`config.mk`:
```
export PLATFORM = sky130hd
export DESIGN_NAME = twi_shift_unit
export DESIGN_NICKNAME = d
export VERILOG_FILES = /design/src/rtl/twi_shift_pkg.sv /design/src/rtl/twi_line_sync.sv /design/src/rtl/twi_cond_detect.sv /design/src/rtl/twi_shift_core.sv /design/src/rtl/twi_shift_unit.sv
export SDC_FILE = /design/constraint.sdc
export NUM_CORES = 1
export LEC_CHECK = 0
export ABC_AREA = 0
export ABC_CLOCK_PERIOD_IN_PS = 1350
export BUFFER_PORTS_ARGS = -buffer_cell sky130_fd_sc_hd__buf_2
export CAP_MARGIN = 15
export CORE_MARGIN = 2
export CORE_UTILIZATION = 43
export DETAILED_ROUTE_END_ITERATION = 16
export PLACE_DENSITY = 0.75
export SETUP_SLACK_MARGIN = 0.2
export SKIP_LAST_GASP = 1
export SYNTH_ARGS = -nofsm -noshare
export SYNTH_HDL_FRONTEND = slang
export SYNTH_SLANG_ARGS = --single-unit
```
`constraint.sdc`:
```
create_clock -name clk -period 1.35 [get_ports clk]
set_input_delay 0.27 -clock clk [delete_from_list [all_inputs] [get_ports clk]]
set_output_delay 0.27 -clock clk [all_outputs]
set_load 0.005 [all_outputs]
```
`src/rtl/twi_shift_pkg.sv`:
```
package twi_shift_pkg;

    // Per-cycle events decoded from the synchronised bus lines.
    typedef struct packed {
        logic scl_rise;
        logic scl_fall;
        logic sda_bit;
        logic start;
        logic stop;
    } line_evt_t;

    // Flag clear strobes from software.
    typedef struct packed {
        logic start;
        logic ovf;
        logic stop;
    } flag_clr_t;

endpackage

```
`src/rtl/twi_line_sync.sv`:
```
module twi_line_sync #(
    parameter int  STAGES    = 2,
    parameter bit  RESET_VAL = 1'b1
) (
    input  logic clk,
    input  logic rst_n,
    input  logic line_i,
    output logic line_o
);
    logic [STAGES-1:0] pipe_d, pipe_q;

    always_comb begin
        pipe_d[0] = line_i;
        for (int i = 1; i < STAGES; i++) begin
            pipe_d[i] = pipe_q[i-1];
        end
    end

    always_ff @(posedge clk or negedge rst_n) begin
        if (!rst_n) pipe_q <= {STAGES{RESET_VAL}};
        else        pipe_q <= pipe_d;
    end

    assign line_o = pipe_q[STAGES-1];
endmodule

```
`src/rtl/twi_cond_detect.sv`:
```
module twi_cond_detect
    import twi_shift_pkg::*;
#(
    parameter int SDA_DLY = 2
) (
    input  logic      clk,
    input  logic      rst_n,
    input  logic      twi_en,
    input  logic      scl_s,
    input  logic      sda_s,
    output line_evt_t evt
);
    typedef struct packed {
        logic scl_prev;
        logic sda_late_prev;
    } det_st_t;

    det_st_t st_d, st_q;
    logic    sda_late;
    logic    both_high;

    // Data line delay ahead of condition detection.
    generate
        if (SDA_DLY == 0) begin : g_no_dly
            assign sda_late = sda_s;
        end else begin : g_dly
            logic [SDA_DLY-1:0] dly_d, dly_q;
            always_comb begin
                dly_d[0] = sda_s;
                for (int i = 1; i < SDA_DLY; i++) begin
                    dly_d[i] = dly_q[i-1];
                end
            end
            always_ff @(posedge clk or negedge rst_n) begin
                if (!rst_n) dly_q <= '1;
                else        dly_q <= dly_d;
            end
            assign sda_late = dly_q[SDA_DLY-1];
        end
    endgenerate

    always_comb begin
        st_d.scl_prev      = scl_s;
        st_d.sda_late_prev = sda_late;
        both_high          = scl_s & st_q.scl_prev;
        evt.scl_rise       = scl_s & ~st_q.scl_prev;
        evt.scl_fall       = ~scl_s & st_q.scl_prev;
        evt.sda_bit        = sda_s;
        evt.start          = twi_en & both_high & st_q.sda_late_prev & ~sda_late;
        evt.stop           = twi_en & both_high & ~st_q.sda_late_prev & sda_late;
    end

    always_ff @(posedge clk or negedge rst_n) begin
        if (!rst_n) st_q <= '{scl_prev: 1'b1, sda_late_prev: 1'b1};
        else        st_q <= st_d;
    end
endmodule

```
`src/rtl/twi_shift_core.sv`:
```
module twi_shift_core
    import twi_shift_pkg::*;
#(
    parameter int DATA_W = 8,
    parameter int CNT_W  = 4
) (
    input  logic              clk,
    input  logic              rst_n,
    input  line_evt_t         evt,
    input  flag_clr_t         clr,
    input  logic              data_wr,
    input  logic [DATA_W-1:0] data_wdata,
    input  logic              cnt_wr,
    input  logic [CNT_W-1:0]  cnt_wdata,
    output logic [DATA_W-1:0] data_q,
    output logic [CNT_W-1:0]  cnt_q,
    output logic              start_flag,
    output logic              ovf_flag,
    output logic              stop_flag,
    output logic              scl_hold
);
    localparam logic [CNT_W-1:0] CNT_MAX = {CNT_W{1'b1}};

    typedef struct packed {
        logic [DATA_W-1:0] data;
        logic [CNT_W-1:0]  cnt;
        logic              start_flag;
        logic              ovf_flag;
        logic              stop_flag;
        logic              armed;
        logic              start_hold;
        logic              ovf_hold;
    } core_st_t;

    core_st_t st_d, st_q;
    logic     scl_edge;
    logic     wrap;

    always_comb begin
        st_d     = st_q;
        scl_edge = evt.scl_rise | evt.scl_fall;
        wrap     = ~cnt_wr & scl_edge & (st_q.cnt == CNT_MAX);

        if (data_wr)           st_d.data = data_wdata;
        else if (evt.scl_rise) st_d.data = {st_q.data[DATA_W-2:0], evt.sda_bit};

        if (cnt_wr)            st_d.cnt = cnt_wdata;
        else if (scl_edge)     st_d.cnt = st_q.cnt + 1'b1;

        if (evt.start)         st_d.start_flag = 1'b1;
        else if (clr.start)    st_d.start_flag = 1'b0;

        if (wrap)              st_d.ovf_flag = 1'b1;
        else if (clr.ovf)      st_d.ovf_flag = 1'b0;

        if (evt.stop)          st_d.stop_flag = 1'b1;
        else if (clr.stop)     st_d.stop_flag = 1'b0;

        st_d.armed      = evt.start |
                          (st_q.armed & ~evt.scl_fall & ~clr.start & ~evt.stop);
        st_d.start_hold = (st_q.start_hold | (st_q.armed & evt.scl_fall)) &
                          ~clr.start & ~evt.stop;
        st_d.ovf_hold   = wrap | (st_q.ovf_hold & ~clr.ovf & ~evt.stop);
    end

    always_ff @(posedge clk or negedge rst_n) begin
        if (!rst_n) st_q <= '0;
        else        st_q <= st_d;
    end

    assign data_q     = st_q.data;
    assign cnt_q      = st_q.cnt;
    assign start_flag = st_q.start_flag;
    assign ovf_flag   = st_q.ovf_flag;
    assign stop_flag  = st_q.stop_flag;
    assign scl_hold   = st_q.start_hold | st_q.ovf_hold;
endmodule

```
`src/rtl/twi_shift_unit.sv`:
```
module twi_shift_unit
    import twi_shift_pkg::*;
#(
    parameter int DATA_W   = 8,
    parameter int CNT_W    = 4,
    parameter int SYNC_STG = 2,
    parameter int SDA_DLY  = 2
) (
    input  logic              clk,
    input  logic              rst_n,
    input  logic              twi_en,
    input  logic              scl_in,
    input  logic              sda_in,
    input  logic              sda_oe,
    input  logic              ie_start,
    input  logic              ie_ovf,
    input  logic              data_wr,
    input  logic [DATA_W-1:0] data_wdata,
    input  logic              cnt_wr,
    input  logic [CNT_W-1:0]  cnt_wdata,
    input  logic              clr_start,
    input  logic              clr_ovf,
    input  logic              clr_stop,
    output logic [DATA_W-1:0] data_q,
    output logic [CNT_W-1:0]  cnt_q,
    output logic              start_flag,
    output logic              ovf_flag,
    output logic              stop_flag,
    output logic              irq_start,
    output logic              irq_ovf,
    output logic              scl_pull_low,
    output logic              sda_pull_low
);
    logic      scl_s, sda_s;
    line_evt_t evt;
    flag_clr_t clr;
    logic      scl_rise, scl_fall, start_evt, stop_evt;

    twi_line_sync #(.STAGES(SYNC_STG), .RESET_VAL(1'b1)) u_scl_sync (
        .clk(clk), .rst_n(rst_n), .line_i(scl_in), .line_o(scl_s)
    );

    twi_line_sync #(.STAGES(SYNC_STG), .RESET_VAL(1'b1)) u_sda_sync (
        .clk(clk), .rst_n(rst_n), .line_i(sda_in), .line_o(sda_s)
    );

    twi_cond_detect #(.SDA_DLY(SDA_DLY)) u_detect (
        .clk(clk), .rst_n(rst_n), .twi_en(twi_en),
        .scl_s(scl_s), .sda_s(sda_s), .evt(evt)
    );

    always_comb begin
        clr.start = clr_start;
        clr.ovf   = clr_ovf;
        clr.stop  = clr_stop;
    end

    twi_shift_core #(.DATA_W(DATA_W), .CNT_W(CNT_W)) u_core (
        .clk(clk), .rst_n(rst_n), .evt(evt), .clr(clr),
        .data_wr(data_wr), .data_wdata(data_wdata),
        .cnt_wr(cnt_wr), .cnt_wdata(cnt_wdata),
        .data_q(data_q), .cnt_q(cnt_q),
        .start_flag(start_flag), .ovf_flag(ovf_flag), .stop_flag(stop_flag),
        .scl_hold(scl_pull_low)
    );

    assign scl_rise     = evt.scl_rise;
    assign scl_fall     = evt.scl_fall;
    assign start_evt    = evt.start;
    assign stop_evt     = evt.stop;
    assign irq_start    = start_flag & ie_start;
    assign irq_ovf      = ovf_flag & ie_ovf;
    assign sda_pull_low = sda_oe & ~data_q[DATA_W-1];
endmodule

```
==> results of run 1 <==
[worst min path at each step]
stage / startpoint / end / slack, ns
after global placement: rst_n / u_core.ovf_flag / 0.29
after detailed placement: rst_n / u_core.stop_flag / 0.30
after CTS: scl_in / u_scl_sync.pipe_q[0] / 0.01
after global routing: sda_in / u_sda_sync.pipe_q[0] / 0.002
final: sda_in / u_sda_sync.pipe_q[0] / 0.02
after floorplan: rst_n / u_core.cnt_q[0] / -0.03
[layer usage]
layer	GRT usage, %	up-vias
met5	0	-
met4	5.10	0
met3	3.00	4
met2	30.2	26
met1	21.7	465
li1	-	465
[worst reg2reg max path: stages (launching register included)]
cell                       delay [ns]
sky130_fd_sc_hd__dfstp_2         0.59
sky130_fd_sc_hd__inv_2           0.05
sky130_fd_sc_hd__ha_4            0.23
sky130_fd_sc_hd__nand4b_1        0.20
sky130_fd_sc_hd__xor2_1          0.19
sky130_fd_sc_hd__o21ai_1         0.07
[cell families (layout without fill, tap and decap cells)]
logic type | after synthesis | count (layout) | synth area share, %
simple gates | 27 | 27 | 11.2
flops | 26 | 26 | 55.3
buf+inv | 21 | 79 | 10.9
compound gates | 19 | 19 | 8.69
mux | 9 | 9 | 7.54
fa+ha+maj | 4 | 4 | 4.19
xor+xnor | 3 | 3 | 2.20
[cell usage after synthesis, drive strengths merged]
library cell / instances / area, µm²
a21oi: 1 / 5.00
a2bb2oi: 1 / 8.76
and2: 2 / 12.5
and4bb: 1 / 12.5
buf: 14 / 103
clkbuf: 1 / 5.00
dfrtp: 18 / 450
dfstp: 8 / 210
ha: 4 / 50.1
inv: 6 / 22.5
mux2i: 9 / 90.1
nand2: 14 / 52.6
nand2b: 1 / 6.26
nand3: 2 / 10.0
nand4b: 1 / 8.76
nor2: 2 / 7.51
nor2b: 2 / 12.5
nor3: 1 / 5.00
o21ai: 15 / 75.1
o22ai: 1 / 6.26
o32ai: 1 / 8.76
or2: 1 / 6.26
xnor2: 1 / 8.76
xor2: 2 / 17.5
[power breakdown]
part | switching, W | internal [W]
registers | 0.0000445 | 0.000848
clock network | 0.000246 | 0.000301
logic | 0.000164 | 0.000218
total | 0.000455 | 0.00137
[timing repair]
item,in CTS,in global routing
gates resized for setup,18,6
setup endpoints to repair,32,37
pin swaps,7,5
hold endpoints to repair,18,1
setup buffers,17,7
hold buffers,1,1
[state kept, by name (all words and copies together), names as in the netlist]
register / cells
u_core.data_q: 8
u_core.cnt_q: 4
u_core.st_q: 3
u_detect.g_dly.dly_q: 2
u_detect.st_q: 2
u_scl_sync.pipe_q: 2
u_sda_sync.pipe_q: 2
u_core.ovf_flag: 1
u_core.start_flag: 1
u_core.stop_flag: 1
[cell type report]
cell class / instances / area [µm²]
Fill cell: 215 / 980
Sequential cell: 26 / 661
Multi-Input combinational cell: 62 / 495
Timing Repair Buffer: 69 / 437
Tap cell: 31 / 38.8
Clock inverter: 1 / 30.0
Clock buffer: 3 / 22.5
Inverter: 6 / 22.5
[per-stage QoR]
step	power (W)	area [µm²]
floorplan	0.00109	1210
global placement	0.00114	1350
detailed placement	0.00116	1350
CTS	0.00178	1620
global route	0.00190	1710
finish	0.00182	1710
==> metrics.md, run 1 <==
| Metric | Value |
|---|---|
| Number of cells on the worst hold path | `1` |
| Critical setup path kind | `reg -> reg` |
| Critical path buffers and inverters | `1` |
| Actual transition at the worst max-transition pin | `0.597 ns` |
| DRC Markers | `0` |
| Run status | `complete, but fails checks` |
| Number of gates on the worst path with buffers counted | `5` |
| Worst Path Arrival | `1.65 ns` |
| Starting density of the core | `44.5%` |
| Min Clock Period, post-route | `1.41 ns` |
| Hold Path Class | `in -> reg` |
| Failing checks | `setup timing` |
| Master cell of the clock root buffer | `sky130_fd_sc_hd__clkbuf_4` |
| Cell family with most CP delay | `flip-flops` |
| Layout Cells excl Fill | `198` |
| Horizontal extent of the die | `56.7 µm` |
| CTS sink count | `26` |
| Number of instances in the synthesized netlist | `109` |
| Number of antenna violations at the first check in global routing | `0` |
| Number of H-tree levels | `1` |
| Wl on met1 | `1070 µm` |
| Post-synthesis register bit count | `26` |
| Part of the Yosys area used for sequential elements | `55.3%` |
| Synth warn | `0` |
| Routed met3 length | `111 µm` |
| Most used cells in the layout excluding fill and tap cells | `sky130_fd_sc_hd__buf_2 (42), sky130_fd_sc_hd__buf_4 (20), sky130_fd_sc_hd__dfrtp_1 (18)` |
| Vias in the first global route | `870` |
| Final setup fails | `11` |
| Unrepaired setup endpoints after global routing | `true` |
| Maximum number of pins on one net before global-route repair | `27` |
| Final worst-path setup slack | `-0.0561 ns` |
| Worst flop-to-flop path endpoint | `u_core.cnt_q[3]` |
| Highest metal layer with signal wires | `met4` |
| Leading cell type in the layout, fill and taps excluded | `sky130_fd_sc_hd__buf_2` |
| Starting DRT DRC Count | `16` |
| Kind of end point of the critical path | `flop` |
| Total overflow reported by the global router | `0` |
| Pleak | `0.841 nW` |
| Total die area | `0.00322 mm²` |
| VDD IR max | `745 µV` |
| Internal reg-to-reg setup slack | `-0.06 ns` |
| Total met2 wirelength after detailed routing | `1540 µm` |
| Share of the core filled with cells | `63.5%` |
| Startpoint of the worst setup timing path | `u_scl_sync.pipe_q[1]` |
| Required arrival time at the worst endpoint | `1.59 ns` |
| Final net count | `197` |
| R2r startpoint | `u_scl_sync.pipe_q[1]` |
| Max-slew violation count | `0` |
| Avg Inst Size Synth | `11.0 µm²` |
| RD Place Congestion | `0.768` |
| Cell area power density | `1070 mW/mm²` |
| Mean number of vias per cell | `4.85` |
| Number of buffers on the longest clock path | `2` |
| Standard cell with the maximum stage delay on the critical path | `sky130_fd_sc_hd__dfstp_2` |
| Setup Slack @ Placement | `-0.132 ns` |
| R2r worst-path depth | `5` |
| Ratio of cells with drive above 1 in the final layout | `57.5%` |
| Routed WL | `2760 µm` |
| Total number of placement rows | `19` |
| Area Overhead vs Synth | `42.8%` |
| Synth Net Count | `138` |
| Total inserted antenna cells | `0` |
| Unique cell type count in the Yosys netlist | `26` |
| Antenna violation net count after detailed routing | `0` |
| Critical path, cell by cell | `inv_2 > ha_4 > nand4b_1 > xor2_1 > o21ai_1` |
| Core Footprint | `0.00269 mm²` |
| Number of vias in the routed layout | `960` |
| Number of detailed-routing iterations run before antenna repair | `4` |
| Input/output buffers | `43` |
| Number of placed I/O pins | `44` |
| Hold violation count in the final report | `0` |
| Largest fanout on the critical path | `5` |
| Minimum hold slack | `0.0220 ns` |
| Insertion delay to the later sink of the worst-skew pair | `0.34 ns` |
| Final worst path period share | `104%` |
| Crit start category | `flop` |
| CTS buffer count | `3` |
| Die extent in y | `56.7 µm` |
| Cell area after synthesis | `0.00119 mm²` |
| Setup skew after layout | `0.0118 ns` |
| Biggest cell delay along the critical path | `0.59 ns` |
| Headroom to the max-slew limit | `60.2%` |
| Number of max-cap violations | `0` |
| Total Neg Setup Slack | `-0.290 ns` |
| DPL Wire Length | `1610 µm` |
| Global-route wire length before repair | `4240 µm` |
| Max Clk Rate | `711 MHz` |
| Worst-path clk slew | `0.15 ns` |
| Worst setup path endpoint | `u_core.cnt_q[3]` |
| Average wire length per cell after detail routing | `13.9 µm` |
| Total instance count after detailed placement | `168` |
| Total Routing Usage GR | `17.3%` |
| CTS tree | `built` |
Note: power is estimated with default switching activity, not from simulation.
==> inputs of run 2 (changes only) <==
--- a/config.mk
+++ b/config.mk
@@ -6,13 +6,14 @@
 export NUM_CORES = 1
 export LEC_CHECK = 0
 export ABC_AREA = 0
-export ABC_CLOCK_PERIOD_IN_PS = 1350
+export ABC_CLOCK_PERIOD_IN_PS = 1550
 export BUFFER_PORTS_ARGS = -buffer_cell sky130_fd_sc_hd__buf_2
 export CAP_MARGIN = 15
 export CORE_MARGIN = 2
-export CORE_UTILIZATION = 43
+export CORE_UTILIZATION = 48
+export CTS_CLUSTER_DIAMETER = 60
 export DETAILED_ROUTE_END_ITERATION = 16
-export PLACE_DENSITY = 0.75
+export PLACE_DENSITY = 0.79
 export SETUP_SLACK_MARGIN = 0.2
 export SKIP_LAST_GASP = 1
 export SYNTH_ARGS = -nofsm -noshare
==> constraint.sdc (replaced) <==
create_clock -name clk -period 1.55 [get_ports clk]
set_input_delay 0.31 -clock clk [delete_from_list [all_inputs] [get_ports clk]]
set_output_delay 0.31 -clock clk [all_outputs]
set_load 0.005 [all_outputs]
==> metrics.md, run 2 (synthesized netlist as in run 1, its figures left out) <==
| Metric | Value |
|---|---|
| Final design instance area without fill | `0.00151 mm² (was 0.00171 mm²)` |
| Hold Path Class | `in -> reg (unchanged)` |
| CTS sink count | `26 (unchanged)` |
| Critical setup path kind | `reg -> reg (unchanged)` |
| Starting density of the core | `49.6% (was 44.5%)` |
| Run status | `finished clean (was complete, but fails checks)` |
| Max-slew violation count | `0 (unchanged)` |
| Area Overhead vs Synth | `26.7% (was 42.8%)` |
| Number of H-tree levels | `1 (unchanged)` |
| Total overflow reported by the global router | `0 (unchanged)` |
| Headroom to the max-slew limit | `63.6% (was 60.2%)` |
| Number of placed I/O pins | `44 (unchanged)` |
| Insertion delay to the later sink of the worst-skew pair | `0.33 ns (was 0.34 ns)` |
| Total Routing Usage GR | `16.1% (was 17.3%)` |
| Crit start category | `flop (unchanged)` |
| Antenna violation net count after detailed routing | `0 (unchanged)` |
| Number of flip-flops in the largest register | `8 (unchanged)` |
| Min Clock Period, post-route | `1.42 ns (was 1.41 ns)` |
| Startpoint of the worst setup timing path | `u_scl_sync.pipe_q[1] (unchanged)` |
| Number of max-cap violations | `0 (unchanged)` |
| CTS buffer count | `3 (unchanged)` |
| Number of buffers on the longest clock path | `2 (unchanged)` |
| Total inserted antenna cells | `0 (unchanged)` |
| VDD IR max | `742 µV (was 745 µV)` |
| Power, Total | `0.00148 W (was 0.00182 W)` |
| Largest fanout on the critical path | `5 (unchanged)` |
| Ratio of cells with drive above 1 in the final layout | `48.0% (was 57.5%)` |
| Final net count | `180 (was 197)` |
| Mean number of vias per cell | `4.86 (was 4.85)` |
| Total number of placement rows | `18 (was 19)` |
| Core Footprint | `0.00241 mm² (was 0.00269 mm²)` |
| DPL Wire Length | `1510 µm (was 1610 µm)` |
| Number of cells on the worst hold path | `1 (unchanged)` |
| Actual transition at the worst max-transition pin | `0.546 ns (was 0.597 ns)` |
| Starting DRT DRC Count | `2 (was 16)` |
| DRC Markers | `0 (unchanged)` |
| Max Clk Rate | `704 MHz (was 711 MHz)` |
| Final worst path period share | `91.6% (was 104%)` |
| Global-route wire length before repair | `3310 µm (was 4240 µm)` |
| Hold violation count in the final report | `0 (unchanged)` |
| Worst flop-to-flop path endpoint | `u_core.cnt_q[3] (unchanged)` |
| Horizontal extent of the die | `53.9 µm (was 56.7 µm)` |
| DP Area | `0.00135 mm² (about the same)` |
| Internal reg-to-reg setup slack | `0.13 ns (was -0.06 ns)` |
| Total Neg Setup Slack | `0 ns (was -0.290 ns)` |
| Vias in the first global route | `813 (was 870)` |
| Cell area power density | `977 mW/mm² (was 1070 mW/mm²)` |
| RD Place Congestion | `0.739 (was 0.768)` |
| Average wire length per cell after detail routing | `11.9 µm (was 13.9 µm)` |
| Worst-path clk slew | `0.14 ns (was 0.15 ns)` |
| Endpoint, Worst Hold | `u_sda_sync.pipe_q[0] (unchanged)` |
| Number of detailed-routing iterations run before antenna repair | `2 (was 4)` |
| Setup skew after layout | `0.00686 ns (was 0.0118 ns)` |
| Die extent in y | `53.9 µm (was 56.7 µm)` |
| Share of the core filled with cells | `62.8% (was 63.5%)` |
| Final setup fails | `0 (was 11)` |
| Maximum number of pins on one net before global-route repair | `27 (unchanged)` |
| Routed WL | `2130 µm (was 2760 µm)` |
| Number of antenna violations at the first check in global routing | `0 (unchanged)` |
| Kind of end point of the critical path | `flop (unchanged)` |
| Total die area | `0.00290 mm² (was 0.00322 mm²)` |
| Startpoint of the most critical hold path | `sda_in (unchanged)` |
| Most used cells in the layout excluding fill and tap cells | `sky130_fd_sc_hd__buf_2 (42), sky130_fd_sc_hd__dfrtp_1 (18), sky130_fd_sc_hd__nand2_1 (12) (was sky130_fd_sc_hd__buf_2 (42), sky130_fd_sc_hd__buf_4 (20), sky130_fd_sc_hd__dfrtp_1 (18))` |
| Pleak | `0.748 nW (was 0.841 nW)` |
| Leading cell type in the layout, fill and taps excluded | `sky130_fd_sc_hd__buf_2 (unchanged)` |
| Input/output buffers | `43 (unchanged)` |
| CTS tree | `built (unchanged)` |
| Master cell of the clock root buffer | `sky130_fd_sc_hd__clkbuf_4 (unchanged)` |
| R2r startpoint | `u_scl_sync.pipe_q[1] (unchanged)` |
| Required arrival time at the worst endpoint | `1.81 ns (was 1.59 ns)` |
| Unrepaired setup endpoints after global routing | `true (unchanged)` |
| Worst Path Arrival | `1.68 ns (was 1.65 ns)` |
| Number of vias in the routed layout | `875 (was 960)` |
| R2r worst-path depth | `5 (unchanged)` |
[run 2: cell count changes in the layout (fill, tap and decap cells not counted), moves of 2 or more]
cell	change
sky130_fd_sc_hd__o21ai_0	+7
sky130_fd_sc_hd__buf_4	-14
sky130_fd_sc_hd__o21ai_1	-6
sky130_fd_sc_hd__buf_6	-2
[run 2: worst max-delay path by stage]
stage / end / cells past startpoint
after floorplan: u_core.st_q[0] / 5
after global placement: u_core.st_q[0] / 5
after detailed placement: u_core.data_q[7] / 3
after CTS: scl_pull_low / 2
after global routing: u_core.cnt_q[3] / 5
final: u_core.cnt_q[3] / 5
[run 2: final cells by class]
type | instances | area [µm²]
Sequential cell | 26 | 661
Clock buffer | 3 | 22.5
Multi-Input combinational cell | 62 | 442
Tap cell | 30 | 37.5
Clock inverter | 1 | 30.0
Fill cell | 196 | 896
Inverter | 6 | 22.5
Timing Repair Buffer | 52 | 299
[run 2: metal layers]
layer	track usage, %	wire length, µm
met1	18.0	825
met2	28.5	1160
met3	2.50	104
met4	9.83	47
met5	0	0
[run 2: power by group]
group          switching, W  internal (W)
Combinational      0.000104      0.000131
Sequential        0.0000437      0.000739
Clock              0.000201      0.000262
[run 2: what timing repair did]
| action | in CTS | in global routing |
|---|---|---|
| hold buffers | 1 | 0 |
| setup buffers | 3 | 5 |
| endpoints found under the setup margin | 13 | 18 |
| endpoints found under the hold margin | 18 | 0 |
| resized for setup | 7 | 11 |
| pin swaps | 3 | 5 |
[run 2: per-stage QoR]
stage                     setup WS (ns)  hold slack [ns]  instances
after floorplan                   0.200           0.0144        109
after global placement            0.139            0.329        167
after detailed placement         0.0779            0.328        167
after CTS                         0.129           0.0442        175
after global routing             0.0590           0.0147        180
final                             0.130           0.0586        180
[run 2: worst max-delay path, stage by stage (launching register included)]
cell	delay, ns
sky130_fd_sc_hd__dfstp_2	0.60
sky130_fd_sc_hd__inv_2	0.05
sky130_fd_sc_hd__ha_4	0.23
sky130_fd_sc_hd__nand4b_1	0.18
sky130_fd_sc_hd__xor2_1	0.16
sky130_fd_sc_hd__o21ai_1	0.13
==> inputs of run 3 (changes only) <==
--- a/config.mk
+++ b/config.mk
@@ -9,11 +9,13 @@
 export ABC_CLOCK_PERIOD_IN_PS = 1550
 export BUFFER_PORTS_ARGS = -buffer_cell sky130_fd_sc_hd__buf_2
 export CAP_MARGIN = 15
+export CELL_PAD_IN_SITES_DETAIL_PLACEMENT = 0
+export CELL_PAD_IN_SITES_GLOBAL_PLACEMENT = 1
 export CORE_MARGIN = 2
-export CORE_UTILIZATION = 48
+export CORE_UTILIZATION = 36
 export CTS_CLUSTER_DIAMETER = 60
 export DETAILED_ROUTE_END_ITERATION = 16
-export PLACE_DENSITY = 0.79
+export PLACE_DENSITY = 0.78
 export SETUP_SLACK_MARGIN = 0.2
 export SKIP_LAST_GASP = 1
 export SYNTH_ARGS = -nofsm -noshare
==> metrics.md, run 3 (synthesized netlist as in run 1, its figures left out) <==
| Metric | Value |
|---|---|
| Run status | `finished clean (unchanged)` |
| Master cell of the clock root buffer | `sky130_fd_sc_hd__clkbuf_4 (unchanged)` |
| Worst flop-to-flop path endpoint | `u_core.cnt_q[3] (unchanged)` |
| Number of detailed-routing iterations run before antenna repair | `4 (was 2)` |
| Critical setup path kind | `reg -> reg (unchanged)` |
| Total die area | `0.00380 mm² (was 0.00290 mm²)` |
| Standard cell with the maximum stage delay on the critical path | `sky130_fd_sc_hd__dfstp_2 (unchanged)` |
| Pleak | `0.726 nW (was 0.748 nW)` |
| Worst Path Arrival | `1.62 ns (was 1.68 ns)` |
| Cell family with most CP delay | `flip-flops (unchanged)` |
| Total met2 wirelength after detailed routing | `1160 µm (about the same)` |
| Required arrival time at the worst endpoint | `1.79 ns (was 1.81 ns)` |
| Number of H-tree levels | `1 (unchanged)` |
| R2r startpoint | `u_scl_sync.pipe_q[1] (unchanged)` |
| Actual transition at the worst max-transition pin | `0.566 ns (was 0.546 ns)` |
| Crit start category | `flop (unchanged)` |
| Biggest cell delay along the critical path | `0.58 ns (was 0.60 ns)` |
| Maximum number of pins on one net before global-route repair | `27 (unchanged)` |
| Number of gates on the worst path with buffers counted | `5 (unchanged)` |
| Min Clock Period, post-route | `1.38 ns (was 1.42 ns)` |
| Kind of end point of the critical path | `flop (unchanged)` |
| Final worst-path setup slack | `0.167 ns (was 0.130 ns)` |
| Critical path buffers and inverters | `1 (unchanged)` |
| Unrepaired setup endpoints after global routing | `true (unchanged)` |
| DRC Markers | `0 (unchanged)` |
| Starting density of the core | `38.5% (was 49.6%)` |
| Routed met3 length | `71 µm (was 104 µm)` |
| Number of cells on the worst hold path | `1 (unchanged)` |
| Number of placed I/O pins | `44 (unchanged)` |
| RD Place Congestion | `0.824 (was 0.739)` |
| Die extent in y | `61.6 µm (was 53.9 µm)` |
| Input/output buffers | `43 (unchanged)` |
| Internal reg-to-reg setup slack | `0.17 ns (was 0.13 ns)` |
| CTS buffer count | `3 (unchanged)` |
| Core Footprint | `0.00310 mm² (was 0.00241 mm²)` |
| Setup Slack @ Placement | `0.101 ns (was 0.0779 ns)` |
| Number of buffers on the longest clock path | `2 (unchanged)` |
| Highest metal layer with signal wires | `met4 (unchanged)` |
| Starting DRT DRC Count | `20 (was 2)` |
| DPL Wire Length | `1560 µm (was 1510 µm)` |
| Number of max-cap violations | `0 (unchanged)` |
| Most used cells in the layout excluding fill and tap cells | `sky130_fd_sc_hd__buf_2 (42), sky130_fd_sc_hd__dfrtp_1 (18), sky130_fd_sc_hd__o21ai_1 (14) (was sky130_fd_sc_hd__buf_2 (42), sky130_fd_sc_hd__dfrtp_1 (18), sky130_fd_sc_hd__nand2_1 (12))` |
| Startpoint of the worst setup timing path | `u_scl_sync.pipe_q[1] (unchanged)` |
| Insertion delay to the later sink of the worst-skew pair | `0.30 ns (was 0.33 ns)` |
| Max-slew violation count | `0 (unchanged)` |
| Worst setup path endpoint | `u_core.cnt_q[3] (unchanged)` |
| Startpoint of the most critical hold path | `sda_in (unchanged)` |
| Area Overhead vs Synth | `24.9% (was 26.7%)` |
| Total number of placement rows | `20 (was 18)` |
| Max Clk Rate | `723 MHz (was 704 MHz)` |
| Minimum hold slack | `0.0881 ns (was 0.0586 ns)` |
| Horizontal extent of the die | `61.6 µm (was 53.9 µm)` |
| CTS sink count | `26 (unchanged)` |
| VDD IR max | `337 µV (was 742 µV)` |
| Headroom to the max-slew limit | `62.3% (was 63.6%)` |
| Number of vias in the routed layout | `860 (was 875)` |
| Hold violation count in the final report | `0 (unchanged)` |
| Cell area power density | `896 mW/mm² (was 977 mW/mm²)` |
| Global-route wire length before repair | `3330 µm (was 3310 µm)` |
| Final worst path period share | `89.2% (was 91.6%)` |
| Mean number of vias per cell | `4.50 (was 4.86)` |
| Setup skew after layout | `0.00102 ns (was 0.00686 ns)` |
| Combined flip-flop and latch cell area | `661 µm² (unchanged)` |
| Antenna violation net count after detailed routing | `0 (unchanged)` |
| Final net count | `177 (was 180)` |
| Largest fanout on the critical path | `4 (was 5)` |
| Total instance count after detailed placement | `181 (was 167)` |
| Total overflow reported by the global router | `0 (unchanged)` |
| Number of antenna violations at the first check in global routing | `0 (unchanged)` |
| Total Neg Setup Slack | `0 ns (unchanged)` |
| Multi-input gate area in the final layout | `445 µm² (was 442 µm²)` |
| Final setup fails | `0 (unchanged)` |
| Routed WL | `2150 µm (was 2130 µm)` |
| Ratio of cells with drive above 1 in the final layout | `46.9% (was 48.0%)` |
| Average wire length per cell after detail routing | `11.3 µm (was 11.9 µm)` |
| Layout Cells excl Fill | `191 (was 180)` |
| CTS tree | `built (unchanged)` |
| Wl on met1 | `893 µm (was 825 µm)` |
| Leading cell type in the layout, fill and taps excluded | `sky130_fd_sc_hd__buf_2 (unchanged)` |
| Vias in the first global route | `818 (was 813)` |
| Critical path, cell by cell | `inv_2 > ha_4 > nand4b_1 > xor2_1 > o21ai_1 (unchanged)` |
| Number of flip-flops in the largest register | `8 (unchanged)` |
| Share of the core filled with cells | `48.1% (was 62.8%)` |
| Total Routing Usage GR | `11.8% (was 16.1%)` |
| Total inserted antenna cells | `0 (unchanged)` |
| Hold Path Class | `in -> reg (unchanged)` |
| FILL cells | `322 (was 196)` |
| R2r worst-path depth | `5 (unchanged)` |
| Worst-path clk slew | `0.13 ns (was 0.14 ns)` |
==> run 3: changes by cell type in the layout (fill, tap and decap cells not counted), sizes merged <==
cell / delta
buf: -3
bufinv: -1
clkbuf: +1
==> run 3: worst min-delay path by stage <==
| stage | to | slack, ns |
|---|---|---|
| 5_1_grt | u_scl_sync.pipe_q[0] | 0.05 |
| 6_report | u_sda_sync.pipe_q[0] | 0.09 |
| 4_1_cts | u_sda_sync.pipe_q[0] | 0.08 |
| 2_1_floorplan | u_core.cnt_q[0] | 0.01 |
| 3_3_place_gp | u_core.data_q[7] | 0.33 |
| 3_5_place_dp | u_core.stop_flag | 0.34 |
==> run 3: power by group <==
| group | internal, W | total [W] | switching [W] |
|---|---|---|---|
| combinational | 0.000126 | 0.000229 | 0.000103 |
| clock | 0.000143 | 0.000326 | 0.000182 |
| sequential | 0.000739 | 0.000784 | 0.0000450 |
==> run 3: what timing repair did <==
item / in CTS / in global routing
resized for setup: 8 / 15
hold endpoints to repair: 18 / 0
setup buffers: 3 / 2
endpoints found under the setup margin: 13 / 18
pin swaps: 3 / 6
hold buffers: 1 / 0
==> run 3: layout make-up <==
cell class | count | share of cell area, %
timing repair buffer | 49 | 18.3
clock buffer | 4 | 2.43
tap | 44 | 3.69
sequential | 26 | 44.3
multi-input combinational | 62 | 29.8
inverter | 6 | 1.51
==> run 3: worst reg2reg max path: stages (launching register included) <==
cell and delay, ns:
sky130_fd_sc_hd__dfstp_2 0.58, sky130_fd_sc_hd__inv_2 0.05, sky130_fd_sc_hd__ha_4 0.24, sky130_fd_sc_hd__nand4b_1 0.18, sky130_fd_sc_hd__xor2_1 0.15, sky130_fd_sc_hd__o21ai_1 0.12
==> run 3: routing by layer <==
layer	global-route usage (%)	vias up
li1	-	427
met1	14.7	412
met2	20.6	19
met3	1.26	2
met4	5.47	0
met5	0	-
==> run 3: through the flow <==
step           instance area (µm²)  total power (W)
6_report                      1490          0.00134
5_1_grt                       1490          0.00142
4_1_cts                       1460          0.00134
3_5_place_dp                  1370         0.000999
3_3_place_gp                  1370         0.000991
2_1_floorplan                 1210         0.000939
